[src/rtl/ledr_pkg.sv]
package ledr_pkg;

    typedef enum logic [1:0] {
        ST_IDLE  = 2'd0,
        ST_START = 2'd1,
        ST_DATA  = 2'd2
    } tx_state_e;

endpackage

[src/rtl/ledr_half_sreg.sv]
// Half-rate shift register: parallel load, shifts toward bit 0 on enable.
module ledr_half_sreg #(
    parameter int N = 8
) (
    input  logic         clk,
    input  logic         rst_n,
    input  logic         load,
    input  logic [N-1:0] load_val,
    input  logic         shift,
    output logic         head
);

    logic [N-1:0] q;

    always_ff @(posedge clk or negedge rst_n) begin
        if (!rst_n) begin
            q <= '0;
        end else if (load) begin
            q <= load_val;
        end else if (shift) begin
            q <= q >> 1;
        end
    end

    assign head = q[0];

endmodule

[src/rtl/ledr_encoder.sv]
// Combinational dual-rail encoder for one symbol.
module ledr_encoder (
    input  logic sym,
    input  logic odd_pos,
    input  logic phase_q,
    output logic p_next,
    output logic s_next,
    output logic phase_next
);

    always_comb begin
        phase_next = ~phase_q;
        p_next     = odd_pos ? sym : ~sym;
        s_next     = p_next ^ phase_next;
    end

endmodule

[src/rtl/ledr_split_tx.sv]
module ledr_split_tx
    import ledr_pkg::*;
#(
    parameter int W = 16
) (
    input  logic         clk,
    input  logic         rst_n,
    input  logic         ld_req,
    input  logic [W-1:0] ld_data,
    output logic         ld_ack,
    output logic         busy,
    output logic         rail_p,
    output logic         rail_s
);

    localparam int HALF = W / 2;
    localparam int EVN  = HALF + 1;
    localparam int ODN  = HALF;
    localparam int IW   = $clog2(W + 1);

    tx_state_e      state_q, state_d;
    logic [IW-1:0]  idx_q;
    logic           p_q, s_q, ph_q;
    logic [EVN-1:0] even_init;
    logic [ODN-1:0] odd_init;
    logic           even_head, odd_head;
    logic           sending, last_sym, cur_sym;
    logic           p_n, s_n, ph_n;

    // Split: even positions hold start + odd data bits, odd positions hold even data bits.
    assign even_init[0] = 1'b1;
    for (genvar m = 1; m < EVN; m++) begin : g_even
        assign even_init[m] = ld_data[2*m-1];
    end
    for (genvar m = 0; m < ODN; m++) begin : g_odd
        assign odd_init[m] = ld_data[2*m];
    end

    assign sending  = (state_q != ST_IDLE);
    assign last_sym = (idx_q == IW'(W));
    assign ld_ack   = (state_q == ST_IDLE) && ld_req;
    assign busy     = sending;

    ledr_half_sreg #(.N(EVN)) u_even (
        .clk      (clk),
        .rst_n    (rst_n),
        .load     (ld_ack),
        .load_val (even_init),
        .shift    (sending && !idx_q[0]),
        .head     (even_head)
    );

    ledr_half_sreg #(.N(ODN)) u_odd (
        .clk      (clk),
        .rst_n    (rst_n),
        .load     (ld_ack),
        .load_val (odd_init),
        .shift    (sending && idx_q[0]),
        .head     (odd_head)
    );

    // Merge stage alternates between the two half-rate registers.
    assign cur_sym = idx_q[0] ? odd_head : even_head;

    ledr_encoder u_enc (
        .sym        (cur_sym),
        .odd_pos    (idx_q[0]),
        .phase_q    (ph_q),
        .p_next     (p_n),
        .s_next     (s_n),
        .phase_next (ph_n)
    );

    always_comb begin
        state_d = state_q;
        unique case (state_q)
            ST_IDLE:  if (ld_req)   state_d = ST_START;
            ST_START:               state_d = ST_DATA;
            ST_DATA:  if (last_sym) state_d = ST_IDLE;
            default:                state_d = ST_IDLE;
        endcase
    end

    always_ff @(posedge clk or negedge rst_n) begin
        if (!rst_n) begin
            state_q <= ST_IDLE;
        end else begin
            state_q <= state_d;
        end
    end

    always_ff @(posedge clk or negedge rst_n) begin
        if (!rst_n) begin
            idx_q <= '0;
            p_q   <= 1'b0;
            s_q   <= 1'b0;
            ph_q  <= 1'b0;
        end else if (ld_ack) begin
            idx_q <= '0;
        end else if (sending) begin
            idx_q <= idx_q + 1'b1;
            p_q   <= p_n;
            s_q   <= s_n;
            ph_q  <= ph_n;
        end
    end

    assign rail_p = p_q;
    assign rail_s = s_q;

endmodule

[config.mk]
export PLATFORM = sky130hd
export DESIGN_NAME = ledr_split_tx
export DESIGN_NICKNAME = d
export VERILOG_FILES = /design/src/rtl/ledr_pkg.sv /design/src/rtl/ledr_half_sreg.sv /design/src/rtl/ledr_encoder.sv /design/src/rtl/ledr_split_tx.sv
export SDC_FILE = /design/constraint.sdc
export NUM_CORES = 1
export LEC_CHECK = 0
export ABC_AREA = 1
export BUFFER_PORTS_ARGS = -buffer_cell sky130_fd_sc_hd__buf_2
export CAP_MARGIN = 0
export CORE_MARGIN = 1.5
export CORE_UTILIZATION = 40
export DETAILED_ROUTE_END_ITERATION = 8
export PLACE_DENSITY_LB_ADDON = 0.12
export SLEW_MARGIN = 40
export SYNTH_ARGS = -nofsm -noshare
export SYNTH_HDL_FRONTEND = slang
export SYNTH_HIERARCHICAL = 1
export SYNTH_SLANG_ARGS = --single-unit
[constraint.sdc]
create_clock -name clk -period 2.3 [get_ports clk]
set_clock_uncertainty 0.2 [all_clocks]
set_input_delay 0.46 -clock clk [delete_from_list [all_inputs] [get_ports clk]]
set_output_delay 0.46 -clock clk [all_outputs]
set_load 0.05 [all_outputs]
**After elaboration in Yosys (flattened, before gate mapping)**

Index checks and enable logic that the tools add are counted.
Widths: inputs -> output; s select.

- Bits in registers: 27
- Latch bits: 0
- Bits in writable memories: 0
- Memory bits (read-only): 0
- Input port bits: 19
- Output and inout bits: 4
- Logic and storage cells: 39
- Memories: 0

- Add/sub/neg operators: 1
- Multipliers: 0
- Divide/modulo/power cells: 0
- Magnitude comparators: 0
- Eq/ne operators: 5
- Shift-type cells: 0
- Mux-type cells: 11
- Bitwise operators: 4
- Reduce and logical (&&, ||, !) cells: 11

Operator list:

| operator | count |
|---|---|
| $mux 9 | 2 |
| $mux 8 | 2 |
| $mux 5 | 2 |
| $reduce_bool 2->1 | 4 |
| $pmux 2 s3 | 1 |
| $add 5x1->5 const B | 1 |
| $eq 5x5->1 const B | 1 |
| $mux 2 | 2 |
| $ne 2x2->1 const B | 2 |
| $reduce_and 2->1 | 2 |
| $logic_and 1x1->1 | 3 |
| $not 1->1 | 3 |
| $eq 2x1->1 const B | 1 |
| $eq 2x2->1 const B | 1 |
| $logic_not 2->1 | 1 |
| $mux 1 | 2 |
| $logic_not 1->1 | 1 |
| $xor 1x1->1 | 1 |

**Logic depth before layout (Yosys ltp)**

Gate-level depths: netlist of the first run.

- Depth in word-level cells: 4
- Gate-level depth with buffers: 9

**Modules after synthesis**

Netlist of the first run, hierarchy kept.

Modules (own cells, without submodules):

| module | instances | cells each | area an instance (um^2) | seq. area each (um^2) |
|---|---|---|---|---|
| ledr_split_tx | 1 | 71 | 528.0 | 250.2 |
| ledr_half_sreg (u_even) | 1 | 48 | 410.4 | 225.2 |
| ledr_half_sreg (u_odd) | 1 | 43 | 376.6 | 200.2 |
| ledr_encoder | 1 | 11 | 51.3 | 0.0 |

**Worst setup path before layout of the first run**

Ideal clock, no wire load.

- Kind: register to register
- Start point: reg state_q[1]
- End point: reg u_odd.q[0]
- Arrival: 1568 ps
- Data required time: 1976 ps
- Setup slack: 408 ps
- Stages on the path, launching flop included: 9
- Clock period less this slack: 1892 ps
- Cell sequence: dfrtp_1 -> nor2_2 -> buf_6 -> nand2_1 -> inv_1 -> buf_6 -> inv_2 -> nand3_1 -> nand3_1

- Cells in the longest elaborated chain, start to end: 3

Ends and longest elaborated chain:

| item | line | text |
|---|---|---|
| start: declaration | ledr_split_tx.sv:21 | `tx_state_e state_q, state_d;` |
| start signal: assignment | ledr_split_tx.sv:88 | `state_q <= state_d;` |
| $logic_not 2->1 (*) | ledr_split_tx.sv:41 | `assign ld_ack = (state_q == ST_IDLE) && ld_req;` |
| $logic_and 1x1->1 (*) | ledr_split_tx.sv:41 |  |
| named net ld_ack | ledr_split_tx.sv:10 | `output logic ld_ack,` |
| $mux 8 / $reduce_bool 2->1 (equally long branches) | n/a |  |
| end signal: assignment | ledr_half_sreg.sv:19 | `q <= load_val;` |
| end signal: assignment | ledr_half_sreg.sv:21 | `q <= q >> 1;` |
| end: declaration | ledr_half_sreg.sv:13 | `logic [N-1:0] q;` |

The timed path passes the listed nets; every way through them passes the cells marked *.
A chain may end at the register's enable or synchronous reset.

**Worst setup path after layout of the first run**

- Start point: reg state_q[1]
- End point: out ld_ack

- Cells in the longest elaborated chain, start to end: 2

Ends and longest elaborated chain:

| item | line |
|---|---|
| $logic_not 2->1 | ledr_split_tx.sv:41 |
| $logic_and 1x1->1 | ledr_split_tx.sv:41 |
| end: declaration | ledr_split_tx.sv:10 |

No other way between the ends.

==> metrics, run 1 <==
DR WL/cell=between 10 and 15 µm; port bufs=22; ANT nets after route=0; Reg-to-Reg Start=state_q[1]; DRC=0; Initial Util=41.3%; worst skew pair latency=~0.31 ns; yosys warns=6; CTS Buffer Depth=2; Finished Cell Area=1550 µm²; Syn Std Cell Area=roughly 1400 µm²; Congestion Overflow GR=0; Psw=roughly 0.93 mW; Synth Net Count=about 190; Power Density=between 1000 and 1500 nW/µm²; sequential share of power=between 40% and 50%; Final Hold Vio Count=0; number of max-cap violations=0; Leakage=around 0.84 nW; detailed-router iteration count before antenna repair=4; hpwl dp=1790 µm; worst reg2reg endpoint=u_even/q[2]; drt total wl=between 2000 and 3000 µm; crit path capture type=output pin; first-pass GRT wire length=approximately 4300 µm; fillers=about 370; worst vdd ir=0.523 mV; Starting DRT DRC Count=37; worst reg-to-reg setup slack=between 0.5 and 0.6 ns; Crit Path Category=reg2out; fin crit share=a little over 90%; die area=between 3000 and 4000 µm²; fin crit period=roughly 2.1 ns; Final Slew Violations=0; io pins=23; Worst slew margin=between 50% and 60%; unrepaired setup endpoints after global routing=false; Worst Hold End=u_even/q[8]; largest net degree at the start of global routing=28; Syn-to-layout area delta=13.6%; CTS clock-pin slew for the worst setup and hold paths=0.14 ns; number of cell rows=21; placed cell areas=approximately 1500 µm²; Post-Syn Instances=approximately 170; GRT Util Overall=15.3%; via count=between 1000 and 1500; H-tree lvl count=1; Die W=approximately 61 µm; combinational share of power=49.3%; initial antenna violation count=0; startpoint types=flip-flop; minimum hold slack=roughly 0.13 ns; Critical Path Start=state_q[1]; Synth Register Bits=27; Clock Power Share=9.9%; hold path start=ld_data[15]; status=complete, no violations; vias in the first global route=1024; CTS root buffer=clkbuf_4; vias per cell=between 4 and 5; FF+latch area=between 600 and 700 µm²; total power draw=just over 2 mW; # diodes=0; maximum clock rate=~470 MHz; Sw Ratio=a little under half; worst hold stages=3; area of the multi-input gates=582 µm²; Int Pwr=around 1.1 mW; worst path arrival time=1.49 ns; clock sinks=27; synthesized area per cell=between 7 and 8 µm²; GPL Wtd Cong=0.791; endpoints failing setup=0; die height=~60 µm; Nets=220; CP Max Fanout=9; Core Box Area=around 3300 µm²; CP required=about 1.6 ns; Worst Max-Slew Pin Slew=roughly 0.62 ns; post-synthesis sequential area ratio=49.5%; Worst R2R Path Depth=7; unique cell type count in the Yosys netlist=19; CTS tree=built; worst hold path class=in2reg; share of layout cells above drive strength 1=between 10% and 20%; Setup TNS=0 ns; Inserted Clock Buffers=3
## layout make-up
type / count / area share, %
Tap cell: 46 / 3.71
Timing Repair Buffer: 26 / 9.19
Multi-Input combinational cell: 123 / 37.5
Sequential cell: 27 / 43.5
Clock buffer: 4 / 1.69
Inverter: 18 / 4.35
## layer usage
metal | wire length, µm | share of wire, % | vias to the layer above | GRT usage, %
met5 | 0 | 0 | - | 0
met4 | 19 | 0.75 | 0 | 5.47
met3 | 59 | 2.3 | 2 | 2.52
met2 | 1210 | 48 | 15 | 24.6
met1 | 1250 | 49 | 527 | 21.0
li1 | - | - | 592 | -
## cell families (layout without fill, tap and decap cells)
family | after synthesis | in the layout | share of synthesized area [%]
buffers and inverters | 23 | 48 | 8.52
AO/OA/AOI/OAI | 4 | 4 | 1.92
other | 1 | 1 | 0.274
flip-flops | 27 | 27 | 49.5
AND/OR/NAND/NOR | 116 | 116 | 38.0
adder cells (fa/ha/maj) | 2 | 2 | 1.83
## how the worst max path moves through the flow
| stage | end | slack [ns] | depth (start not counted) |
|---|---|---|---|
| 5_1_grt | ld_ack | 0.04 | 4 |
| 2_1_floorplan | u_odd/q[0] | 0.41 | 8 |
| 4_1_cts | ld_ack | 0.0007 | 4 |
| 3_3_place_gp | ld_ack | 0.45 | 4 |
| 6_report | ld_ack | 0.15 | 4 |
| 3_5_place_dp | u_even/q[2] | 0.39 | 7 |
## power by group through the flow
stage          Sequential [mW]  Combinational [mW]  Clock (mW)
2_1_floorplan            0.856               0.768           0
3_3_place_gp             0.820               0.967           0
3_5_place_dp             0.824                1.00           0
4_1_cts                  0.816                1.00       0.217
5_1_grt                  0.855                1.14       0.230
6_report                 0.822               0.993       0.200
## state kept, by name, summed over array words and instances, names as in the netlist
name / count
idx_q: 5
u_even/q: 9
u_odd/q: 8
rail_p: 1
state_q: 2
rail_s: 1
ph_q: 1
## cells in the mapped netlist
| library cell | instances | share of area (%) |
|---|---|---|
| o21bai_1 | 1 | 0.55 |
| nor2_8 | 1 | 1.5 |
| conb_1 | 1 | 0.27 |
| nand3_1 | 35 | 13 |
| buf_4 | 2 | 1.1 |
| nor2_4 | 1 | 0.82 |
| a21oi_1 | 2 | 0.73 |
| inv_2 | 3 | 0.82 |
| nand3_2 | 1 | 0.73 |
| dfrtp_1 | 27 | 49 |
| o21ai_2 | 1 | 0.64 |
| nand2_2 | 2 | 0.92 |
| nor2_1 | 4 | 1.1 |
| nand4_1 | 1 | 0.46 |
| buf_6 | 3 | 2.5 |
| ha_1 | 2 | 1.8 |
| inv_1 | 15 | 4.1 |
| nand2_1 | 70 | 19 |
| nor2_2 | 1 | 0.46 |
## critical path, stage by stage (launching register included)
cell,delay [ns]
dfrtp_1,0.43
nor2_4,0.23
nand2_1,0.14
inv_1,0.10
buf_2,0.27
## layout by cell type, fill, tap and decap left out
cell type | netlist | final
buf_4 | 2 | 3
nand2_1 | 70 | 70
o21ai_2 | 1 | 1
ha_1 | 2 | 2
nand4_1 | 1 | 1
inv_2 | 3 | 3
a21oi_1 | 2 | 2
nor2_8 | 1 | 1
nor2_4 | 1 | 2
conb_1 | 1 | 1
inv_1 | 15 | 15
nand3_1 | 35 | 35
nor2_1 | 4 | 3
buf_2 | 0 | 22
nand2_2 | 2 | 2
dfrtp_1 | 27 | 27
clkbuf_1 | 0 | 1
nor2_2 | 1 | 1
clkbuf_4 | 0 | 3
dlygate4sd3_1 | 0 | 1
nand3_2 | 1 | 1
o21bai_1 | 1 | 1
## through the flow
step,instances,setup slack [ns],util [%]
6_report,244,0.155,46.9
5_1_grt,244,0.0374,46.9
4_1_cts,244,0.000749,46.7
3_5_place_dp,239,0.390,45.6
3_3_place_gp,239,0.452,45.5
2_1_floorplan,173,0.408,-
## timing repair
| action | in CTS | in global routing |
|---|---|---|
| hold buffers | 1 | 0 |
| gates resized for setup | 0 | 1 |
| endpoints found under the setup margin | 0 | 1 |
| buffers inserted | 0 | 0 |
| endpoints found under the hold margin | 27 | 0 |
Power figures use the tool's default switching activity.
==> inputs of run 2 (changes only) <==
--- a/config.mk
+++ b/config.mk
@@ -9,7 +9,7 @@
 export BUFFER_PORTS_ARGS = -buffer_cell sky130_fd_sc_hd__buf_2
 export CAP_MARGIN = 0
 export CORE_MARGIN = 1.5
-export CORE_UTILIZATION = 40
+export CORE_UTILIZATION = 35
 export DETAILED_ROUTE_END_ITERATION = 8
 export PLACE_DENSITY_LB_ADDON = 0.12
 export SLEW_MARGIN = 40
==> run 2 against run 1 <==
Net effect:
- the run now ends with negative hold slack left
- first-iteration DRC count is 22% higher
- critical path depth stayed put
- clock power is 38% higher
- non-clock buffer count stayed put
- sequential power is 0.5% lower
- maximum frequency is 8.3% higher
- combinational power hardly changed
- core utilization is 4.7 points lower
==> metrics, run 2 (synthesized netlist as in run 1, its figures left out) <==
fin crit share=86.1% (was 93.3%); DRC=0 (unchanged); Syn-to-layout area delta=14.7% (was 13.6%); die height=65.5 µm (was 61.4 µm); Post-CTS Hold Fix Bufs=0 (was 1); Power Density=1340 nW/µm² (was 1300 nW/µm²); status=finished, violations left (was complete, no violations); port bufs=22 (unchanged); Worst R2R Path Depth=7 (unchanged); Reg with most FFs=u_even/q (unchanged); worst hold path class=in2async (was in2reg); vias in the first global route=1177 (was 1024); Cell Count, Final, Fillers Out=246 (was 244); number of cell rows=22 (was 21); Final Slew Violations=0 (unchanged); # diodes=0 (unchanged); startpoint types=flip-flop (unchanged); H-tree lvl count=1 (unchanged); Slowest cell on crit path=dfrtp_1 (unchanged); Initial Util=36.8% (was 41.3%); detailed-router iteration count before antenna repair=4 (unchanged); Congestion Overflow GR=0 (unchanged); Nets=220 (unchanged); violated checks=negative hold slack; via count=1164 (was 1136); crit path capture type=output pin (unchanged); Starting DRT DRC Count=45 (was 37); cts repair resizes=0 (unchanged); Setup TNS=0 ns (unchanged); fillers=394 (was 366); fin crit period=1.98 ns (was 2.15 ns); Final Hold Vio Count=25 (was 0); number of max-cap violations=0 (unchanged); flip-flop count of the largest register, all copies and words added=9 (unchanged); Post CTS Setup Buffer Count=0 (unchanged); first-pass GRT wire length=5110 µm (was 4350 µm); clock sinks=27 (unchanged); initial antenna violation count=0 (unchanged); worst skew pair latency=0.27 ns (was 0.31 ns); io pins=23 (unchanged); crit-path cells=nor2_2, buf_4, inv_1, buf_2 (was nor2_4, nand2_1, inv_1, buf_2); GPL Wtd Cong=0.767 (was 0.791); CTS root buffer=clkbuf_8 (was clkbuf_4); die area=4290 µm² (was 3780 µm²); Leakage=0.847 nW (was 0.841 nW); placed cells=242 (was 239); CTS tree=built (unchanged); minimum hold slack=-0.0123 ns (was 0.132 ns); Die W=65.5 µm (was 61.4 µm); worst reg2reg endpoint=u_odd/q[4] (was u_even/q[2]); largest net degree at the start of global routing=28 (unchanged); Worst Max-Slew Pin Slew=0.619 ns (was 0.616 ns); drt total wl=2810 µm (was 2540 µm); maximum clock rate=505 MHz (was 466 MHz); vias per cell=4.73 (was 4.66); Crit Path Category=reg2out (unchanged); share of layout cells above drive strength 1=20.2% (was 19.7%); ANT nets after route=0 (unchanged); worst vdd ir=0.419 mV (was 0.523 mV); CP Max Fanout=11 (was 9); DR WL/cell=11.4 µm (was 10.4 µm); CP required=1.64 ns (about the same); biggest regs=u_even/q (9), u_odd/q (8), idx_q (5) (unchanged); slowest cell delay on critical path=0.41 ns (was 0.43 ns); Core Box Area=3720 µm² (was 3310 µm²); Inserted Clock Buffers=3 (unchanged); CTS clock-pin slew for the worst setup and hold paths=0.09 ns (was 0.14 ns); unrepaired setup endpoints after global routing=false (unchanged); GRT Util Overall=15.2% (was 15.3%); worst reg-to-reg setup slack=0.65 ns (was 0.51 ns); endpoints failing setup=0 (unchanged); CTS Buffer Depth=2 (unchanged); Worst slew margin=58.8% (was 59.0%); worst path arrival time=1.32 ns (was 1.49 ns); hpwl dp=2020 µm (was 1790 µm); most frequent cells in the layout=nand2_1, nand3_1, dfrtp_1 (unchanged); Reg-to-Reg Start=state_q[1] (unchanged); most common cell after layout, fill and taps aside=nand2_1 (unchanged)
==> run 2: changes by cell type in the layout (fill, tap and decap cells not counted), sizes merged <==
cell	change
buf	+1
clkinvlp	+1
clkbuf	-1
dlygate4sd3	-1
==> run 2: power breakdown <==
group,total [mW],internal [mW],switching [mW]
sequential,0.818,0.686,0.131
clock,0.276,0.123,0.153
combinational,1.00,0.336,0.668
total,2.10,1.15,0.952
==> run 2: area by class of cell <==
type / instances / area [µm²] / share of cell area (%)
flip-flops and latches: 27 / 676 / 43.1
multi-input cells: 123 / 574 / 36.7
repair buffers: 26 / 140 / 8.95
inverters: 18 / 67.6 / 4.31
well taps: 48 / 60.1 / 3.83
clock buffers: 3 / 41.3 / 2.64
clock inverters: 1 / 7.51 / 0.479
==> run 2: per-stage QoR <==
step	total power [mW]	worst slack [ns]	cell area (µm²)	utilization, %
finish	2.10	0.320	1570	42.2
global route	2.32	0.224	1570	42.2
CTS	2.13	0.294	1570	42.2
detailed placement	1.85	0.588	1520	40.8
global placement	1.80	0.599	1520	40.8
floorplan	1.62	0.408	1370	-
==> run 2: per-layer routing <==
layer	wire length, µm	share of wire, %	GRT usage, %
met5	0	0	0
met4	20	0.71	4.69
met3	70	2.5	1.54
met1	1330	47	19.6
met2	1390	49	26.8
==> run 2: worst max path at each step <==
stage | slack [ns] | cells past startpoint | end | startpoint
2_1_floorplan | 0.41 | 8 | u_odd/q[0] | state_q[1]
3_3_place_gp | 0.60 | 4 | ld_ack | ld_req
3_5_place_dp | 0.59 | 7 | u_even/q[6] | ld_req
4_1_cts | 0.29 | 4 | busy | state_q[1]
5_1_grt | 0.22 | 4 | busy | state_q[1]
6_report | 0.32 | 4 | busy | state_q[1]
==> run 2: worst max-delay path, delay by kind of cell, from the launching register on <==
family | cells | cell delay (ns)
buffers and inverters | 3 | 0.51
and+or+nand+nor | 1 | 0.13
DFF | 1 | 0.41
==> inputs of run 3 (changes only) <==
--- a/config.mk
+++ b/config.mk
@@ -9,7 +9,7 @@
 export BUFFER_PORTS_ARGS = -buffer_cell sky130_fd_sc_hd__buf_2
 export CAP_MARGIN = 0
 export CORE_MARGIN = 1.5
-export CORE_UTILIZATION = 35
+export CORE_UTILIZATION = 52
 export DETAILED_ROUTE_END_ITERATION = 8
 export PLACE_DENSITY_LB_ADDON = 0.12
 export SLEW_MARGIN = 40
==> run 3 against run 2 <==
Net effect:
- largest power group unchanged
- non-clock buffer count rose by 1
- sequential share of layout area up 0.95 points
- highest routed layer unchanged
- setup slack worse by 0.085 ns
- die area down 31%
- the flow now finishes without violations
==> metrics, run 3 (synthesized netlist as in run 1, its figures left out) <==
vias per cell=5.06 (was 4.73); sequential share of power=40.4% (was 39.0%); FF+latch area=676 µm² (unchanged); GRT Util Overall=20.0% (was 15.2%); unrepaired setup endpoints after global routing=false (unchanged); die area=2940 µm² (was 4290 µm²); DRC=0 (unchanged); worst vdd ir=0.944 mV (was 0.419 mV); biggest regs=u_even/q (9), u_odd/q (8), idx_q (5) (unchanged); port bufs=22 (unchanged); number of max-cap violations=0 (unchanged); H-tree lvl count=1 (unchanged); Int Pwr=1.09 mW (was 1.15 mW); placed cell areas=1500 µm² (was 1520 µm²); GR Util met1=28.3% (was 19.6%); vias in the first global route=1033 (was 1177); DR WL/cell=10.4 µm (was 11.4 µm); minimum hold slack=0.130 ns (was -0.0123 ns); CP Max Fanout=8 (was 11); Nets=221 (was 220); fin worst setup slack=0.235 ns (was 0.320 ns); pre-CTS WS=0.597 ns (was 0.588 ns); worst path arrival time=1.41 ns (was 1.32 ns); Slowest cell on crit path=dfrtp_1 (unchanged); largest net degree at the start of global routing=28 (unchanged); status=complete, no violations (was finished, violations left); crit path capture type=output pin (unchanged); first-pass GRT wire length=4330 µm (was 5110 µm); crit-path cells=nor2_2, buf_4, inv_1, buf_2 (unchanged); fillers=254 (was 394); drt total wl=2380 µm (was 2810 µm); via count=1158 (was 1164); total power draw=2.01 mW (was 2.10 mW); Psw=0.924 mW (was 0.952 mW); fin crit period=2.07 ns (was 1.98 ns); startpoint types=flip-flop (unchanged); fin crit share=89.8% (was 86.1%); met2 usage=32.9% (was 26.8%); GPL Wtd Cong=0.723 (was 0.767); Syn-to-layout area delta=12.2% (was 14.7%); Finished Cell Area=1530 µm² (was 1570 µm²); cts repair resizes=0 (unchanged); ANT nets after route=0 (unchanged); die height=54.3 µm (was 65.5 µm); io pins=23 (unchanged); share of layout cells above drive strength 1=20.1% (was 20.2%); Crit Path Category=reg2out (unchanged); Setup TNS=0 ns (unchanged); Final Hold Vio Count=0 (was 25); Starting DRT DRC Count=20 (was 45); Die W=54.3 µm (was 65.5 µm); Post-CTS Hold Fix Bufs=1 (was 0); maximum clock rate=484 MHz (was 505 MHz); Global Route met3 Usage=2.46% (was 1.54%); Clock Power Share=10.0% (was 13.2%); Leakage=0.848 nW (was 0.847 nW); worst skew pair latency=0.32 ns (was 0.27 ns); Reg with most FFs=u_even/q (unchanged); hpwl dp=1800 µm (was 2020 µm); Worst slew margin=61.5% (was 58.8%); flip-flop count of the largest register, all copies and words added=9 (unchanged); CTS tree=built (unchanged); CTS Buffer Depth=2 (unchanged); initial antenna violation count=0 (unchanged); Final Slew Violations=0 (unchanged); # diodes=0 (unchanged); CTS clock-pin slew for the worst setup and hold paths=0.14 ns (was 0.09 ns); GRT Max-Usage Layer=met2 (unchanged); most common cell after layout, fill and taps aside=nand2_1 (unchanged); most frequent cells in the layout=nand2_1, nand3_1, dfrtp_1 (unchanged); Worst Max-Slew Pin Slew=0.577 ns (was 0.619 ns); CP Buf/Inv Count=3 (unchanged); endpoints failing setup=0 (unchanged); CTS root buffer=clkbuf_4 (was clkbuf_8); clock sinks=27 (unchanged); area of the multi-input gates=574 µm² (unchanged); Sw Ratio=45.9% (was 45.4%); detailed-router iteration count before antenna repair=4 (unchanged); combinational share of power=49.6% (was 47.8%); top cell family by delay on the critical path=buffers and inverters (unchanged); Post CTS Setup Buffer Count=0 (unchanged); number of cell rows=18 (was 22); Power Density=1310 nW/µm² (was 1340 nW/µm²); Initial Util=55.2% (was 36.8%); Core Box Area=2480 µm² (was 3720 µm²); Inserted Clock Buffers=3 (unchanged); worst hold path class=in2reg (was in2async); slowest cell delay on critical path=0.41 ns (about the same); CP required=1.64 ns (about the same); Congestion Overflow GR=0 (unchanged)
[run 3: changes by cell type in the layout (fill, tap and decap cells not counted)]
cell	change
clkinv_2	+1
clkinvlp_4	-1
clkbuf_4	+3
clkbuf_8	-3
dlygate4sd3_1	+1
[run 3: worst paths after layout]
kind / start / slack, ns / to / cells after the start
max in group asynchronous: rst_n / 1.07 / u_even/q[3] / 2
max: state_q[1] / 0.23 / busy / 4
min reg2reg: rail_s / 0.30 / rail_s / 2
min in group asynchronous: rst_n / 0.45 / idx_q[2] / 2
min: ld_data[14] / 0.13 / u_odd/q[7] / 3
max reg2reg: state_q[1] / 0.59 / u_even/q[6] / 7
[run 3: metrics by stage]
| step | instances | util [%] |
|---|---|---|
| final | 229 | 61.9 |
| after global routing | 229 | 61.9 |
| after CTS | 229 | 61.9 |
| after detailed placement | 224 | 60.4 |
| after global placement | 224 | 60.4 |
| after floorplan | 173 | - |
[run 3: cell type report]
class / instances / area share, %
clock buffers: 3 / 1.47
clock inverters: 1 / 0.327
inverters: 18 / 4.41
multi-input cells: 123 / 37.5
flip-flops and latches: 27 / 44.1
well taps: 30 / 2.45
repair buffers: 27 / 9.80
[run 3: power by group through the flow]
stage	Combinational [mW]	Sequential, mW	Clock (mW)
6_report	0.997	0.813	0.201
5_1_grt	1.15	0.843	0.223
4_1_cts	1.01	0.815	0.208
3_5_place_dp	1.01	0.822	0
3_3_place_gp	0.969	0.820	0
2_1_floorplan	0.768	0.856	0
[run 3: layer usage]
metal	vias up	routed length (µm)	share of wire, %
li1	598	-	-
met1	535	1110	47
met2	23	1160	49
met3	2	85	3.6
met4	0	17	0.72
met5	-	0	0
[run 3: worst reg2reg max path, stage by stage (launching register included)]
cell and delay (ns):
dfrtp_1 0.41, nor2_2 0.18, nand2_1 0.13, inv_1 0.10, buf_4 0.28, inv_2 0.13
nand3_1 0.09, nand3_1 0.08
